===== src/rtl/clkdiv_pkg.sv =====
package clkdiv_pkg;

    typedef enum logic [1:0] {
        DIV_MODE_X4        = 2'd0,
        DIV_MODE_X2        = 2'd1,
        DIV_MODE_X2_FLOOR4 = 2'd2,
        DIV_MODE_X1_FLOOR2 = 2'd3
    } div_mode_e;

    typedef struct packed {
        logic load;   // take a new ratio this cycle
        logic term;   // terminal count reached on a source enable
    } div_ctl_t;

    // Division ratio selected by a code under a given table
    function automatic int unsigned ratio_of(div_mode_e mode, int unsigned code);
        int unsigned r;
        case (mode)
            DIV_MODE_X4:        r = 4 * (code + 1);
            DIV_MODE_X2:        r = 2 * (code + 1);
            DIV_MODE_X2_FLOOR4: r = (code < 2) ? 4 : 2 * (code + 1);
            default:            r = (code < 2) ? 2 : code + 1;
        endcase
        return r;
    endfunction

endpackage


===== src/rtl/clkdiv_src.sv =====
module clkdiv_src (
    input  logic clk_i,
    input  logic rst_i,
    input  logic src_sel_i,
    input  logic alt_en_i,
    output logic src_en_o
);
    logic phase_q;

    always_ff @(posedge clk_i) begin
        if (rst_i) phase_q <= 1'b0;
        else       phase_q <= ~phase_q;
    end

    assign src_en_o = src_sel_i ? alt_en_i : phase_q;

    AST_HALF_ALTERNATE: assert property (@(posedge clk_i) disable iff (rst_i)
        phase_q |=> !phase_q);

endmodule


===== src/rtl/clkdiv_ratio.sv =====
module clkdiv_ratio
    import clkdiv_pkg::*;
#(
    parameter div_mode_e MODE    = DIV_MODE_X4,
    parameter int        SEL_W   = 3,
    parameter int        RATIO_W = 6
) (
    input  logic               clk_i,
    input  logic               rst_i,
    input  logic               load_i,
    input  logic [SEL_W-1:0]   sel_i,
    output logic [RATIO_W-1:0] ratio_o
);
    logic [RATIO_W-1:0] dec;
    logic [RATIO_W-1:0] ratio_q;

    always_comb begin
        dec = RATIO_W'(ratio_of(MODE, int'(sel_i)));
    end

    always_ff @(posedge clk_i) begin
        if (rst_i || load_i) ratio_q <= dec;
    end

    assign ratio_o = ratio_q;

    AST_RATIO_MIN: assert property (@(posedge clk_i) disable iff (rst_i)
        ratio_q >= RATIO_W'(2));

endmodule


===== src/rtl/clkdiv_count.sv =====
module clkdiv_count
    import clkdiv_pkg::*;
#(
    parameter int RATIO_W = 6
) (
    input  logic               clk_i,
    input  logic               rst_i,
    input  logic               gate_i,
    input  logic               src_en_i,
    input  logic [RATIO_W-1:0] ratio_i,
    output div_ctl_t           ctl_o,
    output logic               tick_o
);
    logic [RATIO_W-1:0] cnt_q;
    logic               tick_q;
    div_ctl_t           ctl;

    always_comb begin
        ctl.term = gate_i && src_en_i && (cnt_q == ratio_i - RATIO_W'(1));
        ctl.load = !gate_i || ctl.term;
    end

    always_ff @(posedge clk_i) begin
        if (rst_i || !gate_i) begin
            cnt_q  <= '0;
            tick_q <= 1'b0;
        end else begin
            tick_q <= ctl.term;
            if (ctl.term)      cnt_q <= '0;
            else if (src_en_i) cnt_q <= cnt_q + RATIO_W'(1);
        end
    end

    assign ctl_o  = ctl;
    assign tick_o = tick_q;

    AST_GATE_QUIET: assert property (@(posedge clk_i) disable iff (rst_i)
        !gate_i |=> !tick_q);
    AST_GATE_CLEARS: assert property (@(posedge clk_i) disable iff (rst_i)
        !gate_i |=> (cnt_q == '0));
    AST_CNT_BOUND: assert property (@(posedge clk_i) disable iff (rst_i)
        cnt_q < ratio_i);
    AST_TICK_SINGLE: assert property (@(posedge clk_i) disable iff (rst_i)
        tick_q |=> !tick_q);
    AST_TICK_NEEDS_SRC: assert property (@(posedge clk_i) disable iff (rst_i)
        tick_q |-> $past(src_en_i));

endmodule


===== src/rtl/clkdiv_table.sv =====
module clkdiv_table
    import clkdiv_pkg::*;
#(
    parameter div_mode_e MODE  = DIV_MODE_X4,
    parameter int        SEL_W = 3
) (
    input  logic             clk_i,
    input  logic             rst_i,
    input  logic             gate_i,
    input  logic             src_sel_i,
    input  logic             alt_en_i,
    input  logic [SEL_W-1:0] sel_i,
    output logic             tick_o
);
    localparam int MAX_RATIO = 4 * (2 ** SEL_W);
    localparam int RATIO_W   = $clog2(MAX_RATIO) + 1;

    logic               src_en;
    logic [RATIO_W-1:0] ratio;
    div_ctl_t           ctl;

    clkdiv_src u_src (
        .clk_i     (clk_i),
        .rst_i     (rst_i),
        .src_sel_i (src_sel_i),
        .alt_en_i  (alt_en_i),
        .src_en_o  (src_en)
    );

    clkdiv_ratio #(.MODE(MODE), .SEL_W(SEL_W), .RATIO_W(RATIO_W)) u_ratio (
        .clk_i   (clk_i),
        .rst_i   (rst_i),
        .load_i  (ctl.load),
        .sel_i   (sel_i),
        .ratio_o (ratio)
    );

    clkdiv_count #(.RATIO_W(RATIO_W)) u_count (
        .clk_i    (clk_i),
        .rst_i    (rst_i),
        .gate_i   (gate_i),
        .src_en_i (src_en),
        .ratio_i  (ratio),
        .ctl_o    (ctl),
        .tick_o   (tick_o)
    );

    AST_RATIO_HOLD: assert property (@(posedge clk_i) disable iff (rst_i)
        (gate_i && !ctl.term) |=> $stable(ratio));

endmodule


===== config.mk =====
export PLATFORM = sky130hd
export DESIGN_NAME = clkdiv_table
export DESIGN_NICKNAME = d
export VERILOG_FILES = /design/src/rtl/clkdiv_pkg.sv /design/src/rtl/clkdiv_src.sv /design/src/rtl/clkdiv_ratio.sv /design/src/rtl/clkdiv_count.sv /design/src/rtl/clkdiv_table.sv
export SDC_FILE = /design/constraint.sdc
export NUM_CORES = 1
export LEC_CHECK = 0
export ABC_CLOCK_PERIOD_IN_PS = 3800
export BUFFER_PORTS_ARGS = -buffer_cell sky130_fd_sc_hd__buf_2
export CAP_MARGIN = 10
export CORE_UTILIZATION = 35
export CTS_CLUSTER_SIZE = 20
export DETAILED_ROUTE_END_ITERATION = 8
export PLACE_DENSITY = 0.57
export RECOVER_POWER = 50
export SETUP_SLACK_MARGIN = 0.2
export SYNTH_ARGS = -nofsm -noshare
export SYNTH_HDL_FRONTEND = slang
export SYNTH_SLANG_ARGS = --single-unit

===== constraint.sdc =====
create_clock -name clk_i -period 3.8 [get_ports clk_i]
set_input_delay 0 -clock clk_i [delete_from_list [all_inputs] [get_ports clk_i]]
set_output_delay 0 -clock clk_i [all_outputs]
set_load 0.01 [all_outputs]

==> run_results.csv, run 1 <==
group,metric,value,unit
power,p_int,0.000193,W
worst_setup_path,max_stage_delay,0.70,ns
final_layout,area_growth,15.3,%
detailed_routing,via_per_inst,4.85,
yosys,syn_area_per_cell,11.0,um2
job,cap_violations,0,
global_routing,track_usage,12.2,%
power,p_clk_share,29.3,%
placement,dp_hpwl,729,um
detailed_routing,drc,0,
worst_setup_path,path_buf_inv,1,
sta,period_needed,2.09,ns
worst_setup_path,worstPathRequired,3.70,ns
yosys,ys_seq_elements,12,
yosys,synthTopCellsByArea,"dfxtp_1 (28%), edfxtp_1 (21%), xnor2_1 (9.0%), xor2_1 (7.5%), ha_1 (6.5%)",
yosys,synth_area,582,um2
sta,tightest_slew,0.648,ns
detailed_routing,first_iter_violations,4,
global_routing,globalRoute.totalOverflow,0,
final_layout,final_nets,78,
sta,finalSetupViolations,0,
die,core,1520,um2
final_layout,n_antenna_cell,0,
sta,slew-limit-headroom,56.6,%
worst_setup_path,cp-end-kind,"flop",
placement,place.gp.congestion,0.667,
power,pwr-share-seq,57.0,%
power,p_sw_share,23.6,%
die,rows,14,
yosys,synth_top_cell_by_area,"dfxtp_1",
sta,finalHoldViolations,0,
clock_network,cts_tree,"yes",
yosys,yosysUniqueCellTypes,20,
die,die_h,42.8,um
clock_network,cts_sinks,12,
sta,rsz0062_at_grt,"false",
sta,clock_skew,0.00277,ns
detailed_routing,wl,913,um
die,dieArea,1830,um2
clock_network,cts.path.max_buffers,2,
placement,placed_cells,77,
detailed_routing,avgRoutedWirePerCell,11.3,um
final_layout,drive_gt1_share,15.4,%
final_layout,final.fill_count,144,
sta,min_period_over_period,55.0,%
clock_network,post_cts_buffers,0,
sta,drv_slew,0,
global_routing,grt_pass1_vias,372,
final_layout,instances_no_fill,81,
yosys,yosysSeqAreaShare,48.2,%
yosys,synth_top_area_share,27.5,%
placement,portBuffers,8,
clock_network,cts_max_level,1,
min_path,hold_path_class,"primary input to flop",
worst_setup_path,worst-path-max-fanout,10,
clock_network,clk_pin_slew,0.07,ns
worst_setup_path,crit_type,"flop to flop",
worst_setup_path,path_delay_family,"compound AO/OA/AOI/OAI gates",
clock_network,cts_buffers,3,
clock_network,worstSkewPairLatency,0.26,ns
global_routing,grt_pass1_wl,1590,um
yosys,syn-num-nets,64,
global_routing,grt_max_degree,11,
power,p_comb_share,13.7,%
yosys,synthCells,53,
worst_setup_path,cp_slowest_cell,"o41ai_4",
worst_setup_path,path_cells,"inv_1 > ha_1 > xor2_1 > nand3_1 > o41ai_4",
worst_setup_path,crit_path_start_kind,"flop",
clock_network,root_buffer,"clkbuf_4",
final_layout,layout_commonest_cell,"dfxtp_1",
power,netSwitchingPower,0.0000594,W
sta,setup_tns,0,ns
yosys,yosys_warnings,0,
die,io_pins,9,
power,p_leak,0.274,nW
detailed_routing,first_pass_iters,4,
power,power_density,376,nW/um2
sta,fmax,479,MHz
outcome,outcome,"finished clean",
power,irDropWorstVdd,0.182,mV
die,start_util,38.2,%
detailed_routing,vias,393,
die,fp.dieW,42.8,um
detailed_routing,ant_nets,0,
worst_setup_path,worstPathArrival,1.99,ns
final_layout,final_cell_mix,"dfxtp_1 (8), nor2_1 (7), xnor2_1 (6)",
global_routing,antenna_found_initial,0,
## Yosys cell counts (all sizes together)
cell type	n
nor4	1
and3	1
xnor2	6
o41ai	1
mux2i	2
a21oi	1
ha	3
and2	1
or3	1
nor3	2
dfxtp	8
o21ai	1
nor2b	1
edfxtp	4
xor2	5
nor2	7
nand3	2
nand2b	1
nand2	2
inv	3
## final timing paths
kind / to / depth (start not counted) / slack [ns] / startpoint
setup / recovery: u_ratio.ratio_o[3] / 5 / 1.71 / u_ratio.ratio_o[2]
hold / removal: u_ratio.ratio_o[2] / 2 / 0.01 / sel_i[0]
setup reg to reg: u_ratio.ratio_o[3] / 5 / 1.71 / u_ratio.ratio_o[2]
hold reg to reg: u_src.phase_q / 1 / 0.40 / u_src.phase_q
## state kept, by name, summed over array words and instances, names as in the netlist
name,count
u_src.phase_q,1
u_count.tick_o,1
u_ratio.ratio_o,4
u_count.cnt_q,6
## power groups by stage
stage / combinational (W) / sequential (W) / clock (W)
6_report: 0.0000345 / 0.000144 / 0.0000738
5_1_grt: 0.0000387 / 0.000145 / 0.0000861
4_1_cts: 0.0000356 / 0.000144 / 0.0000791
3_5_place_dp: 0.0000347 / 0.000147 / 0
3_3_place_gp: 0.0000339 / 0.000146 / 0
2_1_floorplan: 0.0000263 / 0.000146 / 0
## stage by stage
| stage | worst slack, ns | hold slack (ns) | util (%) | power [W] | instance area, um2 |
|---|---|---|---|---|---|
| 5_1_grt | 1.53 | 0.00605 | 44.0 | 0.000270 | 671 |
| 4_1_cts | 1.69 | 0.00224 | 44.3 | 0.000259 | 674 |
| 3_5_place_dp | 1.70 | 0.189 | 42.1 | 0.000181 | 642 |
| 6_report | 1.71 | 0.0137 | 44.0 | 0.000252 | 671 |
| 2_1_floorplan | 1.89 | 0.0724 | - | 0.000172 | 582 |
| 3_3_place_gp | 1.78 | 0.181 | 42.1 | 0.000180 | 642 |
## cell families (layout without fill, tap and decap cells)
family | after synthesis | count (layout) | synth area share (%)
compound gates | 3 | 3 | 6.45
buf+inv | 3 | 15 | 1.94
xor+xnor | 11 | 11 | 16.6
fa+ha+maj | 3 | 3 | 6.45
flops | 12 | 12 | 48.2
mux | 2 | 2 | 3.44
simple gates | 19 | 19 | 17.0
## per-layer routing
metal  up-vias  share of wire (%)  track usage, %
met4         0               0.66            5.63
li1        209                  -               -
met2         3                 48            19.1
met3         2                2.6            6.38
met1       179                 49            13.5
met5         -                  0               0
## cell type report
class	count	area (um2)	share of cell area [%]
multi-input cells	38	290	43.3
flip-flops and latches	12	280	41.8
repair buffers	9	46.3	6.90
clock buffers	3	22.5	3.36
well taps	16	20.0	2.99
inverters	3	11.3	1.68
## worst reg2reg max path, stage by stage (launching register included)
cell	delay [ns]
edfxtp_1	0.39
inv_1	0.06
ha_1	0.29
xor2_1	0.13
nand3_1	0.15
o41ai_4	0.70
## what timing repair did
| item | 4_1_cts | 5_1_grt |
|---|---|---|
| hold buffers | 1 | 0 |
| resized for setup | 0 | 0 |
| hold endpoints to repair | 1 | 0 |
No activity file was read; power rests on OpenSTA's default activity.
==> inputs of run 2 (changes only) <==
--- a/config.mk
+++ b/config.mk
@@ -5,7 +5,7 @@
 export SDC_FILE = /design/constraint.sdc
 export NUM_CORES = 1
 export LEC_CHECK = 0
-export ABC_CLOCK_PERIOD_IN_PS = 3800
+export ABC_CLOCK_PERIOD_IN_PS = 2000
 export BUFFER_PORTS_ARGS = -buffer_cell sky130_fd_sc_hd__buf_2
 export CAP_MARGIN = 10
 export CORE_UTILIZATION = 35
==> constraint.sdc (replaced) <==
create_clock -name clk_i -period 2 [get_ports clk_i]
set_input_delay 0 -clock clk_i [delete_from_list [all_inputs] [get_ports clk_i]]
set_output_delay 0 -clock clk_i [all_outputs]
set_load 0.01 [all_outputs]
==> run 2 against run 1 <==
Against the previous run: clock power up 110%; first-iteration DRC count rose to 4.0 times the previous value; sequential power up 90%; sequential cell count unchanged; via count up 3.6%; power up 100%; worst hold slack better by 0.014 ns; cell area up 6.3%; global-route usage up 0.84 points; combinational power up 120%; register-to-register slack worse by 1.5 ns; critical endpoint is now u_ratio.ratio_o[4].
==> run_results.csv, run 2 (synthesis gave the netlist of run 1 again) <==
group,metric,value,unit
worst_setup_path,path_cells,"inv_2 > ha_4 > xor2_1 > nand3_1 > o41ai_4 > buf_6",
clock_network,worstSkewPairLatency,0.28,ns
placement,place.gp.congestion,0.652,
die,io_pins,9,
die,die_h,42.8,um
outcome,outcome,"finished clean",
final_layout,fin_util,46.8,%
detailed_routing,via_per_inst,4.79,
worst_setup_path,worstPathArrival,1.80,ns
final_layout,drive_gt1_share,20.3,%
final_layout,multi_input_area,303,um2
final_layout,regArea,280,um2
die,start_util,38.2,%
final_layout,largest_register,"u_count.cnt_q",
final_layout,layout_commonest_cell,"dfxtp_1",
worst_setup_path,cp_slowest_cell,"edfxtp_1",
clock_network,cts_buffers,3,
sta,setup_slack,0.205,ns
power,p_leak,0.287,nW
global_routing,antenna_found_initial,0,
final_layout,n_antenna_cell,0,
placement,portBuffers,8,
sta,slew-limit-headroom,66.4,%
worst_setup_path,max_stage_delay,0.40,ns
global_routing,grt_pass1_wl,1610,um
job,cap_violations,0,
die,fp.dieW,42.8,um
worst_setup_path,path_delay_family,"flip-flops",
sta,setup_tns,0,ns
sta,fmax,557,MHz
detailed_routing,first_pass_iters,2,
sta,period_needed,1.79,ns
final_layout,final_cell_mix,"dfxtp_1 (8), nor2_1 (7), xnor2_1 (6), buf_2 (6), xor2_1 (5)",
sta,rsz0062_at_grt,"true",
final_layout,area_growth,22.6,%
worst_setup_path,worst-path-max-fanout,5,
worst_setup_path,worstPathRequired,2.00,ns
worst_setup_path,path_buf_inv,2,
worst_setup_path,crit_path_start_kind,"flop",
power,power_density,711,nW/um2
clock_network,cts_tree,"yes",
clock_network,clk_pin_slew,0.08,ns
detailed_routing,wl,954,um
worst_setup_path,cp-end-kind,"flop",
placement,dp_hpwl,710,um
detailed_routing,drc,0,
global_routing,grt_max_degree,11,
sta,min_period_over_period,89.7,%
min_path,hold_path_class,"primary input to flop",
die,dieArea,1830,um2
detailed_routing,vias,407,
power,irDropWorstVdd,0.381,mV
clock_network,cts.path.max_buffers,2,
final_layout,final.fill_count,151,
sta,finalSetupViolations,0,
sta,clock_skew,0.0103,ns
detailed_routing,first_iter_violations,16,
sta,finalHoldViolations,0,
global_routing,globalRoute.totalOverflow,0,
clock_network,cts_sinks,12,
sta,drv_slew,0,
detailed_routing,ant_nets,0,
sta,whs,0.0273,ns
clock_network,cts_max_level,1,
detailed_routing,avgRoutedWirePerCell,11.2,um
final_layout,final_nets,81,
global_routing,track_usage,13.0,%
sta,tightest_slew,0.491,ns
placement,dp_slack,0.211,ns
final_layout,largest_reg_flops,6,
worst_setup_path,crit_type,"flop to flop",
die,core,1520,um2
clock_network,root_buffer,"clkbuf_4",
die,rows,14,
global_routing,grt_pass1_vias,394,
-- run 2: changes by cell type in the layout (fill, tap and decap cells not counted), sizes merged --
cell,before,now
clkbuf,6,7
dlygate4sd3,1,2
buf,5,7
-- run 2: final cells by class --
type	count	area share [%]
Tap cell	16	2.81
Inverter	3	1.58
Multi-Input combinational cell	38	42.5
Sequential cell	12	39.3
Timing Repair Buffer	12	10.2
Clock buffer	4	3.68
-- run 2: metrics by stage --
| stage | area (um2) | instances | total power, W |
|---|---|---|---|
| 6_report | 713 | 85 | 0.000507 |
| 3_3_place_gp | 649 | 78 | 0.000345 |
| 4_1_cts | 699 | 84 | 0.000506 |
| 5_1_grt | 713 | 85 | 0.000531 |
| 2_1_floorplan | 582 | 53 | 0.000327 |
| 3_5_place_dp | 649 | 78 | 0.000345 |
-- run 2: final timing paths --
path | cells past startpoint | slack [ns] | to | startpoint
max | 6 | 0.21 | u_ratio.ratio_o[4] | u_ratio.ratio_o[2]
min | 2 | 0.03 | u_ratio.ratio_o[3] | sel_i[1]
max reg2reg | 6 | 0.21 | u_ratio.ratio_o[4] | u_ratio.ratio_o[2]
min reg2reg | 1 | 0.41 | u_src.phase_q | u_src.phase_q
-- run 2: timing repair --
| action | CTS | global route |
|---|---|---|
| hold buffers | 2 | 0 |
| endpoints found under the setup margin | 4 | 4 |
| cloned | 0 | 1 |
| hold endpoints to repair | 2 | 0 |
| resized for setup | 1 | 2 |
| buffers inserted | 0 | 0 |
-- run 2: power breakdown --
group | switching (W) | internal [W] | total, W
registers | 0.00000779 | 0.000265 | 0.000273
logic | 0.0000381 | 0.0000384 | 0.0000764
clock network | 0.0000807 | 0.0000773 | 0.000158
total | 0.000127 | 0.000381 | 0.000507
-- run 2: per-layer routing --
layer  vias up  wire length (um)  global-route usage (%)
met3         2                30                    6.38
met4         0                18                    9.38
met1       186               427                    13.9
li1        216                 -                       -
met5         -                 0                       0
met2         3               479                    19.7
-- run 2: worst reg2reg max path, stage by stage (launching register included) --
cell and delay [ns]:
edfxtp_1 0.40, inv_2 0.06, ha_4 0.26, xor2_1 0.14
nand3_1 0.14, o41ai_4 0.36, buf_6 0.17
